`src/rtl/vcmp_imm_pkg.sv`:
```
`timescale 1ns/1ps
package vcmp_imm_pkg;

  typedef enum logic [2:0] {
    OP_EQ = 3'd0,
    OP_NE = 3'd1,
    OP_GE = 3'd2,
    OP_GT = 3'd3,
    OP_LT = 3'd4,
    OP_LE = 3'd5
  } cmp_op_e;

  localparam int unsigned NUM_SIZES = 4;

  // Ordered compares may be unsigned; equality always uses the signed immediate.
  function automatic logic use_zero_ext(logic [2:0] op, logic uns);
    return uns && (op != OP_EQ) && (op != OP_NE);
  endfunction

  // Turns the equal and less-than relations into the selected outcome.
  function automatic logic decide(logic [2:0] op, logic eq, logic lt);
    case (op)
      OP_EQ:   return eq;
      OP_NE:   return !eq;
      OP_GE:   return !lt;
      OP_GT:   return !lt && !eq;
      OP_LT:   return lt;
      OP_LE:   return lt || eq;
      default: return 1'b0;
    endcase
  endfunction

endpackage

```
`src/rtl/vcmp_imm_lane.sv`:
```
`timescale 1ns/1ps
module vcmp_imm_lane #(
  parameter int unsigned EW = 8
) (
  input  logic [EW-1:0] elem,
  input  logic [6:0]    imm,
  input  logic [2:0]    op,
  input  logic          uns,
  output logic          hit
);
  import vcmp_imm_pkg::*;

  logic          zero_ext;
  logic [EW-1:0] imm_ew;
  logic          eq_w;
  logic          lt_w;

  assign zero_ext = use_zero_ext(op, uns);
  assign imm_ew   = zero_ext ? EW'(imm) : EW'($signed(imm[4:0]));
  assign eq_w     = (elem == imm_ew);
  assign lt_w     = zero_ext ? (elem < imm_ew) : ($signed(elem) < $signed(imm_ew));
  assign hit      = decide(op, eq_w, lt_w);

endmodule

```
`src/rtl/vcmp_imm_slice.sv`:
```
`timescale 1ns/1ps
module vcmp_imm_slice #(
  parameter int unsigned VLEN = 256,
  parameter int unsigned SZ   = 0
) (
  input  logic [VLEN-1:0]             src_vec,
  input  logic [VLEN/(8<<SZ)-1:0]     act,
  input  logic [2:0]                  op,
  input  logic                        uns,
  input  logic [6:0]                  imm,
  output logic [VLEN/8-1:0]           res,
  output logic [VLEN/8-1:0]           lead
);
  localparam int unsigned EW  = 8 << SZ;
  localparam int unsigned NEL = VLEN / EW;
  localparam int unsigned GB  = EW / 8;

  for (genvar e = 0; e < NEL; e++) begin : g_el
    logic hit;
    vcmp_imm_lane #(.EW(EW)) i_lane (
      .elem (src_vec[e*EW +: EW]),
      .imm  (imm),
      .op   (op),
      .uns  (uns),
      .hit  (hit)
    );
    assign res[e*GB]  = act[e] & hit;
    assign lead[e*GB] = act[e];
    if (GB > 1) begin : g_pad
      assign res[e*GB+1 +: GB-1]  = '0;
      assign lead[e*GB+1 +: GB-1] = '0;
    end
  end

endmodule

```
`src/rtl/vcmp_imm_flags.sv`:
```
`timescale 1ns/1ps
module vcmp_imm_flags #(
  parameter int unsigned PW = 32
) (
  input  logic [PW-1:0] result,
  input  logic [PW-1:0] lead,
  output logic          n_out,
  output logic          z_out,
  output logic          c_out,
  output logic          any_act
);
  logic seen;

  always_comb begin
    n_out = 1'b0;
    c_out = 1'b1;
    seen  = 1'b0;
    for (int i = 0; i < PW; i++) begin
      if (lead[i]) begin
        if (!seen) n_out = result[i];
        seen  = 1'b1;
        c_out = !result[i];
      end
    end
  end

  assign z_out   = ~|result;
  assign any_act = |lead;

endmodule

```
`src/rtl/vcmp_imm_unit.sv`:
```
`timescale 1ns/1ps
module vcmp_imm_unit #(
  parameter int unsigned VLEN = 256
) (
  input  logic              clk,
  input  logic              rst_n,
  input  logic [VLEN-1:0]   src_vec,
  input  logic [VLEN/8-1:0] gov_pred,
  input  logic [1:0]        elem_size,
  input  logic [2:0]        cmp_op,
  input  logic              cmp_unsigned,
  input  logic [6:0]        imm_field,
  output logic [VLEN/8-1:0] dst_pred,
  output logic              flag_n,
  output logic              flag_z,
  output logic              flag_c,
  output logic              flag_v
);
  import vcmp_imm_pkg::*;

  localparam int unsigned PW = VLEN / 8;

  logic [PW-1:0] res_by_size  [NUM_SIZES];
  logic [PW-1:0] lead_by_size [NUM_SIZES];

  // Named internal events used by the checker
  logic [PW-1:0] cmp_pred;
  logic [PW-1:0] act_lead;
  logic          any_active;
  logic          n_next, z_next, c_next;

  for (genvar s = 0; s < NUM_SIZES; s++) begin : g_size
    localparam int unsigned EW  = 8 << s;
    localparam int unsigned NEL = VLEN / EW;
    localparam int unsigned GB  = EW / 8;
    logic [NEL-1:0] act;
    for (genvar e = 0; e < NEL; e++) begin : g_act
      assign act[e] = gov_pred[e*GB];
    end
    vcmp_imm_slice #(.VLEN(VLEN), .SZ(s)) i_slice (
      .src_vec (src_vec),
      .act     (act),
      .op      (cmp_op),
      .uns     (cmp_unsigned),
      .imm     (imm_field),
      .res     (res_by_size[s]),
      .lead    (lead_by_size[s])
    );
  end

  assign cmp_pred = res_by_size[elem_size];
  assign act_lead = lead_by_size[elem_size];

  vcmp_imm_flags #(.PW(PW)) i_flags (
    .result  (cmp_pred),
    .lead    (act_lead),
    .n_out   (n_next),
    .z_out   (z_next),
    .c_out   (c_next),
    .any_act (any_active)
  );

  always_ff @(posedge clk or negedge rst_n) begin
    if (!rst_n) begin
      dst_pred <= '0;
      flag_n   <= 1'b0;
      flag_z   <= 1'b1;
      flag_c   <= 1'b1;
      flag_v   <= 1'b0;
    end else begin
      dst_pred <= cmp_pred;
      flag_n   <= n_next;
      flag_z   <= z_next;
      flag_c   <= c_next;
      flag_v   <= 1'b0;
    end
  end

endmodule

```
`config.mk`:
```
export PLATFORM = sky130hd
export DESIGN_NAME = vcmp_imm_unit
export DESIGN_NICKNAME = d
export VERILOG_FILES = /design/src/rtl/vcmp_imm_pkg.sv /design/src/rtl/vcmp_imm_lane.sv /design/src/rtl/vcmp_imm_slice.sv /design/src/rtl/vcmp_imm_flags.sv /design/src/rtl/vcmp_imm_unit.sv
export SDC_FILE = /design/constraint.sdc
export NUM_CORES = 1
export LEC_CHECK = 0
export BUFFER_PORTS_ARGS = -buffer_cell sky130_fd_sc_hd__buf_4
export CELL_PAD_IN_SITES_DETAIL_PLACEMENT = 0
export CELL_PAD_IN_SITES_GLOBAL_PLACEMENT = 2
export CORE_ASPECT_RATIO = 0.6
export CORE_UTILIZATION = 33
export DETAILED_ROUTE_END_ITERATION = 7
export PLACE_DENSITY = 0.81
export SLEW_MARGIN = 30
export SYNTH_ARGS = -nofsm -noshare
export SYNTH_HDL_FRONTEND = slang
export SYNTH_SLANG_ARGS = --single-unit
```
`constraint.sdc`:
```
create_clock -name clk -period 0.8 [get_ports clk]
set_input_delay 0.04 -clock clk [delete_from_list [all_inputs] [get_ports clk]]
set_output_delay 0.04 -clock clk [all_outputs]
set_load 0.005 [all_outputs]
```
==> impl_results.md <==
- Outcome: finished with violations
- Failing checks: setup timing
- Core Rows: 66
- Buffers on Ports: 337
- CP Data Required Time: 1.02 ns
- CP max stage cell: a2111oi_4
- Critical path launch point: cmp_op[1]
- Count leader, synth: ha_1
- Diode count: 0
- Crit path time final: 3.95 ns
- Final #Nets: 4,350
- CTS clk-pin slew, worst paths: 0.07 ns
- CP delay by family, top: compound AO/OA/AOI/OAI gates
- GPL Wtd Cong: 1.01
- Unrepaired setup endpoints after global routing: yes
- Max cap viols: 0
- Met3 GRT Util: 3.77%
- CTS Buf Count: 5
- Critical path class: in2reg
- Ports: 339
- DIE AREA: 55,800 µm²
- Post-layout util: 61.4%
- Netlist cell types: 106
- Warnings from Yosys: 0
- Top cell type's share of synthesized area: 26.8%
- CP Launch Type: input port
- Fraction of registers with async set/reset: 100%
- Global-route usage over all layers: 36.4%
- Number of global-route vias before repair: 24,800
- Initial Util: 33.4%
- Die Wd: 304 µm
- Global-route wire length before repair: 155,000 µm
- Largest net degree at the start of global routing: 34
- Mean Syn Cell Area: 7.46 µm²
- Number of flops mapped to enable cells by yosys: 0
- FILL cells: 4,700
- Initial DRC Count: 2,506
- Post-DP HPWL: 85,200 µm
- Primary FF master, synth: dfrtp_1
- Initial antenna violation count: 2
- Met1 usage: 54.6%
- Crit path buffers/inverters: 7
- Max stage delay on crit path: 0.40 ns
- Avg WL per Cell: 25.0 µm
- Routed wire length: 109,000 µm
- Hold Fails Final Rpt: 0
- Hold slack: 0.134 ns
- Max Freq: 253 MHz
- Leak: 15.0 nW
- Post-Syn Nets: 3,117
- Synth Register Bits: 35
- Cells after Synth: 2,426
- Setup-failing EPs final: 70
- M2 GR Usage: 55.4%
- Hold crit path type: in2async
- Clock root buffer: clkbuf_16
- Setup TNS: -80.09 ns
- Share of layout cells above drive strength 1: 49.0%
- CP arrival: 4.16 ns
- Vias after detailed routing: 26,100
- Crit path cell chain: buf_8 -> o21ai_4 -> buf_12 -> buf_12 -> nand2_8 -> buf_8 -> buf_12 -> ha_2 -> nand4_1 -> nor2_1 -> nand4b_1 -> a2111oi_4 -> buf_4 -> mux2i_1 -> o31ai_1 -> a311o_1 -> a211oi_2 -> buf_4 -> o221ai_1 -> o2111a_1 -> o41ai_2 -> a311oi_2
- Critical-path maximum fanout: 17
- Tcrit/Tclk final: 493%
- Total congestion overflow: 0
- Post-Syn Area: 18,100 µm²
- Clock Sinks: 35
- Setup crit end kind: register
- Drc violations: 0
- VDD IR-drop max: 0.797 mV
- Max H-tree Level: 2
- Slew @ Worst Pin: 0.719 ns
- Post-route ant nets: 0
- PnR worst setup slack: -3.15 ns
- Seq/Total Area, Yosys: 4.85%
- Core area: 54,200 µm²
- Slew headroom: 50.8%
- Via density: 5.97
- Global routing's busiest layer: met2
- CTS tree: built
- Power density cells: 841 nW/µm²
- Top post-synthesis cells by count: ha_1 (388), nand2_1 (208), nor2_1 (173)
- Top cells by area, synth: ha_1 (27%), a21oi_1 (4.7%), dfrtp_1 (4.6%)
- Synth area leader: ha_1
- Final Max Tran Viols: 0
- First-pass iteration count of the detailed router: 6
- CP most frequent cell: buf_12
- CTS Buffer Depth: 2
- P&R area growth vs syn: 83.9%
- Die Ht: 183 µm
[kinds of logic after synthesis]
logic type	after synthesis	share of synthesized area [%]
AND/OR/NAND/NOR	864	24.7
AO/OA/AOI/OAI	806	31.6
adder cells (fa/ha/maj)	414	28.3
buffers and inverters	194	4.73
XOR/XNOR	71	3.48
multiplexers	41	2.32
flip-flops	35	4.85
other	1	0.0207
[layout by cell type (no fill, tap or decap), types with 21 or more instances in the layout]
cell type,instances
a211oi_1,26
a211oi_2,21
a21o_1,35
a21oi_1,143
a21oi_2,22
a31oi_1,31
buf_12,47
buf_4,1129
buf_6,112
dfrtp_1,32
ha_1,306
ha_4,76
inv_1,89
mux2i_1,28
nand2_1,193
nand2b_1,23
nand3_1,77
nand4_1,78
nor2_1,158
nor2b_1,36
nor3_1,33
nor3_2,21
o211ai_1,28
o21a_1,45
o21ai_0,93
o21ai_1,28
xnor2_1,54
[through the flow]
| step | std cells | setup slack [ns] | instance area [µm²] | power [mW] |
|---|---|---|---|---|
| after floorplan | 2426 | -3.83 | 18500 | 10.8 |
| after global routing | 4374 | -3.22 | 33300 | 29.5 |
| final | 4374 | -3.15 | 33300 | 28.0 |
| after detailed placement | 4223 | -3.70 | 28000 | 20.4 |
| after global placement | 4223 | -3.57 | 28000 | 19.9 |
| after CTS | 4289 | -3.03 | 30600 | 25.2 |
[final cells by class]
| cell class | count | area (µm²) | area share (%) |
|---|---|---|---|
| clock inverters | 2 | 38.8 | 0.117 |
| inverters | 96 | 372 | 1.12 |
| multi-input cells | 2199 | 19600 | 58.9 |
| clock buffers | 6 | 139 | 0.417 |
| flip-flops and latches | 35 | 880 | 2.64 |
| repair buffers | 1322 | 11400 | 34.2 |
| well taps | 714 | 893 | 2.69 |
[where the power goes]
part	internal, mW	total (mW)	switching [mW]
combinational	11.6	23.4	11.9
sequential	1.91	2.04	0.138
clock	1.57	2.51	0.935
[metal layers]
| layer | wire length [µm] | part of all wire [%] |
|---|---|---|
| met5 | 13 | 0.012 |
| met4 | 2830 | 2.6 |
| met3 | 9190 | 8.4 |
| met1 | 51700 | 47 |
| met2 | 45700 | 42 |
[repair_timing]
item | CTS | global route
pin swaps | 112 | 169
hold buffers | 1 | 0
endpoints found under the hold margin | 35 | 0
setup endpoints to repair | 70 | 70
cloned | 12 | 6
resized for setup | 379 | 351
setup buffers | 51 | 95
[sequential cells by signal, summed over array words and instances (netlist names)]
register and flops:
dst_pred 32, flag_c 1, flag_n 1, flag_z 1
[worst max path at each step]
stage,end,slack (ns),depth (start not counted)
after global placement,flag_z,-3.57,17
after detailed placement,flag_z,-3.70,17
after floorplan,flag_n,-3.83,18
final,flag_c,-3.15,22
after global routing,flag_c,-3.22,22
after CTS,flag_c,-3.03,18
Power figures use the tool's default switching activity.
